File: src/rtl/tac_pkg.sv
package tac_pkg;
    parameter int WORD_W = 8;
    parameter int OPC_W  = 3;
    localparam int INSN_W = OPC_W + WORD_W;
    localparam int DEPTH  = 1 << WORD_W;

    typedef logic [WORD_W-1:0] word_t;

    typedef enum logic [OPC_W-1:0] {
        OP_ADD   = 3'd0,
        OP_NAND  = 3'd1,
        OP_LOAD  = 3'd2,
        OP_STORE = 3'd3,
        OP_LDX   = 3'd4,
        OP_JMP   = 3'd5,
        OP_JZ    = 3'd6,
        OP_NOP   = 3'd7
    } opcode_e;

    typedef enum logic {
        PH_FETCH = 1'b0,
        PH_EXEC  = 1'b1
    } phase_e;

    typedef enum logic [1:0] {
        ALU_ADD  = 2'd0,
        ALU_NAND = 2'd1,
        ALU_PASS = 2'd2
    } alu_sel_e;

    typedef struct packed {
        opcode_e op;
        word_t   arg;
    } insn_t;

    typedef struct packed {
        logic     wr_acc;
        logic     wr_idx;
        logic     wr_mem;
        logic     use_idx;
        logic     br_abs;
        logic     br_zero;
        alu_sel_e alu;
    } ctrl_t;

    function automatic word_t alu_eval(alu_sel_e sel, word_t a, word_t m);
        case (sel)
            ALU_ADD:  return word_t'(a + m);
            ALU_NAND: return ~(a & m);
            default:  return m;
        endcase
    endfunction
endpackage

File: src/rtl/tac_phase.sv
module tac_phase
    import tac_pkg::*;
(
    input  logic clk,
    input  logic rst,
    output logic exec
);
    phase_e ph_q;

    always_ff @(posedge clk) begin
        if (rst) ph_q <= PH_FETCH;
        else     ph_q <= (ph_q == PH_FETCH) ? PH_EXEC : PH_FETCH;
    end

    assign exec = (ph_q == PH_EXEC);
endmodule

File: src/rtl/tac_decode.sv
module tac_decode
    import tac_pkg::*;
(
    input  insn_t insn,
    output ctrl_t ctrl
);
    always_comb begin
        ctrl = '0;
        ctrl.alu = ALU_PASS;
        case (insn.op)
            OP_ADD:   begin ctrl.wr_acc = 1'b1; ctrl.use_idx = 1'b1; ctrl.alu = ALU_ADD;  end
            OP_NAND:  begin ctrl.wr_acc = 1'b1; ctrl.use_idx = 1'b1; ctrl.alu = ALU_NAND; end
            OP_LOAD:  begin ctrl.wr_acc = 1'b1; ctrl.use_idx = 1'b1; end
            OP_STORE: begin ctrl.wr_mem = 1'b1; ctrl.use_idx = 1'b1; end
            OP_LDX:   ctrl.wr_idx  = 1'b1;
            OP_JMP:   ctrl.br_abs  = 1'b1;
            OP_JZ:    ctrl.br_zero = 1'b1;
            default:  ;
        endcase
    end
endmodule

File: src/rtl/tac_alu.sv
module tac_alu
    import tac_pkg::*;
(
    input  alu_sel_e sel,
    input  word_t    acc,
    input  word_t    mem,
    output word_t    y
);
    assign y = alu_eval(sel, acc, mem);
endmodule

File: src/rtl/tac_core.sv
module tac_core
    import tac_pkg::*;
#(
    parameter int LED_W = 4
) (
    input  logic              clk,
    input  logic              rst,
    output logic [WORD_W-1:0] imem_addr,
    input  logic [INSN_W-1:0] imem_data,
    output logic [WORD_W-1:0] dmem_addr,
    input  logic [WORD_W-1:0] dmem_rdata,
    output logic [WORD_W-1:0] dmem_wdata,
    output logic              dmem_we,
    output logic [LED_W-1:0]  led,
    output logic [WORD_W-1:0] acc_o,
    output logic [WORD_W-1:0] idx_o,
    output logic [WORD_W-1:0] ip_o
);
    insn_t insn;
    ctrl_t ctrl;
    logic  exec_ph;
    word_t ip_q, acc_q, idx_q;
    word_t alu_y, ip_next, d_addr;
    logic  take;

    assign insn = insn_t'(imem_data);

    tac_phase u_phase (.clk(clk), .rst(rst), .exec(exec_ph));
    tac_decode u_dec (.insn(insn), .ctrl(ctrl));
    tac_alu u_alu (.sel(ctrl.alu), .acc(acc_q), .mem(dmem_rdata), .y(alu_y));

    assign d_addr  = ctrl.use_idx ? word_t'(insn.arg + idx_q) : insn.arg;
    assign take    = ctrl.br_abs | (ctrl.br_zero & (acc_q == '0));
    assign ip_next = take ? insn.arg : word_t'(ip_q + 1'b1);

    always_ff @(posedge clk) begin
        if (rst) begin
            ip_q  <= '0;
            acc_q <= '0;
            idx_q <= '0;
        end else if (exec_ph) begin
            ip_q <= ip_next;
            if (ctrl.wr_acc) acc_q <= alu_y;
            if (ctrl.wr_idx) idx_q <= dmem_rdata;
        end
    end

    assign imem_addr  = ip_q;
    assign dmem_addr  = d_addr;
    assign dmem_wdata = acc_q;
    assign dmem_we    = exec_ph & ctrl.wr_mem;
    assign led        = acc_q[LED_W-1:0];
    assign acc_o      = acc_q;
    assign idx_o      = idx_q;
    assign ip_o       = ip_q;
endmodule

File: config.mk
export PLATFORM = sky130hd
export DESIGN_NAME = tac_core
export DESIGN_NICKNAME = d
export VERILOG_FILES = /design/src/rtl/tac_pkg.sv /design/src/rtl/tac_phase.sv /design/src/rtl/tac_decode.sv /design/src/rtl/tac_alu.sv /design/src/rtl/tac_core.sv
export SDC_FILE = /design/constraint.sdc
export NUM_CORES = 1
export LEC_CHECK = 0
export BUFFER_PORTS_ARGS = -buffer_cell sky130_fd_sc_hd__buf_2
export CAP_MARGIN = 30
export CORE_MARGIN = 8
export CORE_UTILIZATION = 51
export CTS_CLUSTER_DIAMETER = 200
export DETAILED_ROUTE_END_ITERATION = 8
export GPL_ROUTABILITY_DRIVEN = 1
export PLACE_DENSITY = 0.87
export SYNTH_ARGS = -nofsm -noshare
export SYNTH_HDL_FRONTEND = slang
export SYNTH_HIERARCHICAL = 1
export SYNTH_SLANG_ARGS = --single-unit
File: constraint.sdc
create_clock -name clk -period 3.1 [get_ports clk]
set_clock_uncertainty 0.15 [all_clocks]
set_input_delay 0.775 -clock clk [delete_from_list [all_inputs] [get_ports clk]]
set_output_delay 0.775 -clock clk [all_outputs]
set_load 0.03 [all_outputs]
==> qor.csv, run 1 <==
stage,metric,value,unit
synth,synth-async-reset-ratio,0,%
timing,slew_viol_final,0,
timing,fin_crit_sh,106.3,%
clock_network,cts.clk_slew.worst_paths,100,ps
placement,dp_hpwl,5039,um
clock_network,clock_path_buffers,2,
synth,yosysTopAreaCell,dfxtp_1,
setup_path,crit_start,imem_data[0],
synth,synth-edff-count,0,
detailed_routing,avgViaCountPerCell,5.868,
die,io_pins,74,
setup_path,crit_path_end_kind,primary output,
setup_path,r2r_cells,9,
timing,hold_viol,0,
layout,finalNetCount,396,
synth,postSynthAreaPerCell,7.734,sq um
clock_network,clock_latency,280,ps
setup_path,path_class,in2out,
global_route,grt_pass1_wl,10810,um
timing,hold-worst-slack,348.6,ps
clock_network,cts_tree,done,
layout,num_antenna_cells,0,
timing,setup_viol,4,
layout,syn_to_final_growth,23.19,%
die,die_w,82.66,um
synth,yosys-top-cells-count,"38 x nand2_1, 29 x a21oi_1, 25 x dfxtp_1",
pwr,power,0.8804,mW
timing,fin_tns_setup,-362.5,ps
detailed_routing,wl,6944,um
synth,ys_types,54,
clock_network,cts_buffers,3,
synth,synth_area,2266,sq um
pwr,p_sw,0.3337,mW
global_route,grt_pass1_vias,2301,
timing,finalCriticalPeriod,3294,ps
setup_path,setup.worst_path.end,dmem_addr[6],
timing,worst_pin_slew,495.8,ps
min_path,hold_path_class,reg2reg,
timing,fmax,303.6,MHz
setup_path,cp-start-kind,primary input,
pwr,combPwrFrac,36.4,%
setup_path,reg2reg_from,acc_o[0]$_SDFFE_PP0P_,
global_route,grt_antenna_before_repair,0,
outcome,violations,setup timing,
clock_network,clock-sinks,25,
clock_network,cts_hold_buffers,0,
layout,drive_above_1_share,36.52,%
pwr,seqPwrFrac,39.9,%
synth,yosysTopAreaCellShare,22.09,%
die,die_h,82.66,um
detailed_routing,final_antenna_net_count,0,
timing,slew-limit-headroom,66.95,%
synth,synthCells,293,
pwr,clockPowerShare,23.7,%
synth,ys.flop_type,dfxtp_1,
synth,synth_nets,332,
detailed_routing,drtPass1Iterations,5,
pwr,leakage,1.285,nW
placement,portBuffers,73,
synth,yosysMostFrequentCell,nand2_1,
setup_path,r2r-end,acc_o[4]$_SDFFE_PP0P_,
die,start_util,52.40,%
clock_network,cts_htree_levels,1,
setup_path,cp_data_required_time,2170,ps
die,core_area,4324,sq um
die,row_count,24,
detailed_routing,drc,0,
setup_path,arrival,2370,ps
setup_path,regToRegSetupSlack,660,ps
synth,ys_seq_elements,25,
timing,rsz0062_at_grt,true,
detailed_routing,wire_per_inst,17.02,um
setup_path,worstPathMaxFanout,2,
pwr,power_density,315.4,nW/um^2
die,die_area,6832,sq um
pwr,cellInternalPower,0.5467,mW
timing,fin_ws,-194.3,ps
placement,gp_congestion,0.9592,
global_route,grt_overflow,0,
clock_network,cts_root_buf,clkbuf_8,
detailed_routing,drt_iter0_markers,247,
detailed_routing,routed-via-count,2394,
synth,synthTopCellsByArea,"dfxtp_1 22%, ha_1 8.8%, buf_4 6.6%, a21oi_1 6.4%, nand2_1 6.3%",
layout,fin_util,64.55,%
pwr,switching_share,37.90,%
layout,n_fill_cell,372,
outcome,status,"finished, violations left",
global_route,grt_start_max_net_pins,37,
pwr,peakVddDrop,0.0001750,V
synth,synth_seq_area_share,22.09,%
global_route,track_usage,19.58,%
flow_run,drv_cap,0,
synth,yosys_warnings,6,
registers in the layout, indices dropped and copies added (netlist names):
register      flops
imem_addr         8
acc_o             8
idx_o             8
u_phase/exec      1
how the worst min path moves through the flow:
stage / slack [ps] / from / depth (start not counted) / endpoint
global route: 390 / idx_o[4]$_SDFFE_PP0P_ / 2 / idx_o[4]$_SDFFE_PP0P_
global placement: 320 / idx_o[5]$_SDFFE_PP0P_ / 2 / idx_o[5]$_SDFFE_PP0P_
finish: 350 / idx_o[5]$_SDFFE_PP0P_ / 2 / idx_o[5]$_SDFFE_PP0P_
floorplan: 240 / u_phase/exec$_SDFF_PP0_ / 1 / u_phase/exec$_SDFF_PP0_
detailed placement: 330 / idx_o[5]$_SDFFE_PP0P_ / 2 / idx_o[5]$_SDFFE_PP0P_
CTS: 350 / idx_o[5]$_SDFFE_PP0P_ / 2 / idx_o[5]$_SDFFE_PP0P_
cell families (layout without fill, tap and decap cells):
| family | after synthesis | in the layout | share of synthesized area (%) |
|---|---|---|---|
| compound gates | 86 | 86 | 25.18 |
| xor+xnor | 4 | 4 | 1.546 |
| fa+ha+maj | 18 | 18 | 10.60 |
| buf+inv | 46 | 109 | 11.93 |
| flops | 25 | 25 | 22.09 |
| mux | 11 | 11 | 5.135 |
| simple gates | 103 | 103 | 23.52 |
power by group through the flow:
stage / clock network (mW) / logic (mW) / registers (mW)
after global placement: 0 / 0.293 / 0.357
after CTS: 0.212 / 0.309 / 0.350
final: 0.209 / 0.320 / 0.351
after floorplan: 0 / 0.204 / 0.376
after detailed placement: 0 / 0.300 / 0.358
after global routing: 0.225 / 0.344 / 0.353
layout by cell type, fill, tap and decap left out, types with 5 or more instances in the layout:
master	n
buf_2	68
nand2_1	38
a21oi_1	28
dfxtp_1	25
buf_4	20
o21ai_0	18
nand3_1	18
ha_1	13
nor2_1	11
inv_1	9
a211oi_1	6
mux2i_1	6
mux2_2	5
nor2b_1	5
what timing repair did:
item	CTS	global route
setup endpoints to repair	5	4
resized for setup	15	13
buffers inserted	1	1
pin swaps	9	11
endpoints found under the hold margin	0	0
per-layer routing:
layer / GRT usage (%) / wire (um) / up-vias
met2: 33.64 / 3383 / 117
met4: 6.034 / 144 / 0
met3: 3.788 / 609 / 22
met1: 23.93 / 2807 / 1100
met5: 0 / 0 / -
li1: - / - / 1155
critical path, stage by stage:
cell	delay (ps)
buf_8	80
ha_4	130
inv_2	40
fa_2	400
nor2b_2	150
o31a_1	180
o21ai_2	70
buf_4	140
o311ai_4	220
buf_6	170
through the flow:
stage	setup WS (ps)	area, sq um	std cells
6_report	-194.3	2791	408
5_1_grt	-253.9	2791	408
4_1_cts	-132.3	2728	407
3_5_place_dp	-310.4	2629	402
3_3_place_gp	-249.2	2629	402
2_1_floorplan	5.646	2288	293
area by class of cell:
class | instances | area [sq um] | share of cell area, %
multi-input combinational | 222 | 1582 | 56.66
sequential | 25 | 500.5 | 17.93
inverter | 12 | 45.04 | 1.614
clock inverter | 1 | 7.507 | 0.2689
clock buffer | 3 | 41.29 | 1.479
timing repair buffer | 93 | 550.5 | 19.72
tap | 52 | 65.06 | 2.331
Power figures use the tool's default switching activity.
==> run 2: changes to the inputs <==
--- a/config.mk
+++ b/config.mk
@@ -8,12 +8,11 @@
 export BUFFER_PORTS_ARGS = -buffer_cell sky130_fd_sc_hd__buf_2
 export CAP_MARGIN = 30
 export CORE_MARGIN = 8
-export CORE_UTILIZATION = 51
+export CORE_UTILIZATION = 52
 export CTS_CLUSTER_DIAMETER = 200
 export DETAILED_ROUTE_END_ITERATION = 8
 export GPL_ROUTABILITY_DRIVEN = 1
-export PLACE_DENSITY = 0.87
+export PLACE_DENSITY = 0.81
 export SYNTH_ARGS = -nofsm -noshare
 export SYNTH_HDL_FRONTEND = slang
-export SYNTH_HIERARCHICAL = 1
 export SYNTH_SLANG_ARGS = --single-unit
==> run 2 against run 1 <==
  * The run still ends with setup timing left
  * Die area grew 1.8%
  * Global-route usage shrank 1.8 points
  * Combinational power grew 12%
  * Via count shrank 3.4%
  * Utilization grew 0.22 points
  * Non-clock buffer count shrank 5
  * Routed wire length shrank 6.8%
  * Count of clock-buffer cells in the layout grew 1
  * First-iteration DRC count shrank 29%
  * Hold slack gained 56 ps
  * Power grew 4.6%
  * Largest cell class unchanged
  * Largest power group unchanged
==> qor.csv, run 2 <==
stage,metric,value,unit
detailed_routing,drt_iter0_markers,176,
pwr,leakage,1.273,nW
layout,num_antenna_cells,0,
pwr,power,0.9212,mW
outcome,violations,setup timing,
timing,fin_crit_sh,102.0,%
setup_path,cp_slowest_stage_delay,390,ps
setup_path,path_class,in2out,
setup_path,cp-start-kind,primary input,
synth,ys_types,56,
placement,gp_congestion,0.8814,
die,row_count,24,
die,start_util,54.22,%
synth,postSynthAreaPerCell,8.198,sq um
detailed_routing,drt-met1-wl,2968,um
clock_network,clock_latency,270,ps
setup_path,crit_path_end_kind,primary output,
detailed_routing,routed-via-count,2312,
outcome,status,"finished, violations left",
pwr,peakVddDrop,0.0001778,V
detailed_routing,avgViaCountPerCell,5.853,
clock_network,clock-sinks,25,
synth,yosys_warnings,0,
detailed_routing,wire_per_inst,16.38,um
layout,final_area,2820,sq um
synth,yosysMostFrequentCell,dfxtp_1,
clock_network,cts_buffers,3,
timing,rsz0062_at_grt,true,
synth,ys.flop_type,dfxtp_1,
die,die_area,6952,sq um
synth,ys_seq_elements,25,
detailed_routing,routed.top_layer,met4,
die,core_area,4354,sq um
layout,final_cell_mix,"67 x buf_2, 25 x dfxtp_1, 21 x nand2_1, 21 x nor2_1, 17 x buf_4",
timing,fmax,316.4,MHz
clock_network,cts_root_buf,clkbuf_8,
die,die_h,83.38,um
synth,synthTopCellsByArea,"dfxtp_1 21%, ha_1 8.5%, buf_4 7.0%, mux2i_1 5.5%, o21ai_0 4.2%",
clock_network,cts_htree_levels,1,
synth,synth-async-reset-ratio,0,%
layout,final_common_cell,buf_2,
detailed_routing,wl,6472,um
layout,fin_util,64.77,%
setup_path,worstPathMaxFanout,2,
layout,finalNetCount,383,
min_path,hold_path_class,reg2reg,
timing,slew_viol_final,0,
timing,slew-limit-headroom,52.16,%
detailed_routing,drtPass1Iterations,4,
setup_path,path_cells,"buf_8, ha_4, buf_4, a211oi_4, nor2_2, o41ai_2, a21o_1, nand4_1, buf_6",
clock_network,clock_path_buffers,2,
placement,placed_area,2659,sq um
global_route,grt_antenna_before_repair,0,
detailed_routing,wl_met3,395,um
global_route,grt_pass1_vias,2203,
flow_run,drv_cap,0,
setup_path,arrival,2240,ps
synth,synth_seq_area_share,21.20,%
global_route,grt_overflow,0,
synth,synthCells,288,
global_route,grt_pass1_wl,10730,um
synth,synth_area,2361,sq um
layout,syn_to_final_growth,19.45,%
synth,synth-edff-count,0,
detailed_routing,drc,0,
clock_network,cts_hold_buffers,0,
layout,drive_above_1_share,34.99,%
pwr,power_density,326.7,nW/um^2
detailed_routing,wl_met2,3025,um
die,io_pins,74,
timing,fin_ws,-60.78,ps
synth,yosysTopAreaCell,dfxtp_1,
placement,portBuffers,73,
timing,worst_pin_slew,716.7,ps
setup_path,cp_slowest_cell,o41ai_2,
synth,yosysTopAreaCellShare,21.20,%
synth,synth_nets,327,
synth,yosys-top-cells-count,"25 x dfxtp_1, 22 x buf_4, 22 x nor2_1",
placement,dp_hpwl,4813,um
global_route,track_usage,17.74,%
detailed_routing,final_antenna_net_count,0,
clock_network,cts_tree,done,
setup_path,regToRegSetupSlack,890,ps
global_route,grt_start_max_net_pins,28,
timing,hold_viol,0,
die,die_w,83.38,um
timing,setup_viol,2,
clock_network,cts.clk_slew.worst_paths,90,ps
setup_path,cp_data_required_time,2170,ps
timing,finalCriticalPeriod,3161,ps
-- run 2: cell count changes in the layout (fill, tap and decap cells not counted), moves of 5 or more --
cell     previous run  this run
mux2i_1             6        13
nor3_1              3         9
nor2_1             11        21
nand2_1            38        21
a21oi_1            28        13
nand3_1            18         2
nor4b_1             0         5
-- run 2: worst max-delay path, delay by kind of cell --
family	cells	cell delay [ps]
and+or+nand+nor	2	180
buffers and inverters	3	400
AOI/OAI and AO/OA	3	730
adders and majority gates	1	150
-- run 2: cell type report --
| type | count | area, sq um |
|---|---|---|
| fillers | 385 | 1534 |
| multi-input cells | 218 | 1668 |
| well taps | 52 | 65.06 |
| flip-flops and latches | 25 | 500.5 |
| clock buffers | 4 | 45.04 |
| inverters | 8 | 30.03 |
| repair buffers | 88 | 511.7 |
-- run 2: metrics by stage --
| step | setup slack, ps | std cells | TNS [ps] | hold WS, ps |
|---|---|---|---|---|
| 2_1_floorplan | 1.579 | 288 | 0 | 499.0 |
| 3_3_place_gp | -197.6 | 390 | -472.4 | 380.0 |
| 3_5_place_dp | -261.6 | 390 | -676.2 | 388.9 |
| 4_1_cts | -48.13 | 394 | -48.13 | 406.0 |
| 5_1_grt | -138.7 | 395 | -313.9 | 434.3 |
| 6_report | -60.78 | 395 | -114.5 | 404.4 |
-- run 2: final timing paths --
kind	to	startpoint	cells after the start
worst min-delay path	acc_o[4]$_SDFFE_PP0P_	acc_o[4]$_SDFFE_PP0P_	2
worst min register to register	acc_o[4]$_SDFFE_PP0P_	acc_o[4]$_SDFFE_PP0P_	2
worst max register to register	acc_o[6]$_SDFFE_PP0P_	acc_o[0]$_SDFFE_PP0P_	7
worst max-delay path	dmem_addr[7]	imem_data[0]	9
-- run 2: routing by layer --
metal  GRT usage, %  vias up
met5              0        -
met4          5.591        0
met3          2.832        6
met2          28.64       71
met1          23.30     1083
li1               -     1152
-- run 2: repair_timing --
item / in CTS / in global routing
setup endpoints to repair: 5 / 5
pin swaps: 6 / 8
gates resized for setup: 14 / 14
buffers inserted: 0 / 1
-- run 2: cell families after synthesis --
logic type / count (synthesis) / share of synthesized area, %
compound gates: 74 / 21.09
xor+xnor: 5 / 1.855
fa+ha+maj: 18 / 10.17
buf+inv: 45 / 11.98
flops: 25 / 21.20
mux: 14 / 5.988
simple gates: 107 / 27.72
-- run 2: power breakdown --
group	switching (mW)	total [mW]	leakage [nW]	internal, mW
Sequential	0.0289	0.367	0.204	0.338
Combinational	0.225	0.357	1.05	0.132
Clock	0.105	0.197	0.0228	0.0919
Total	0.359	0.921	1.27	0.562
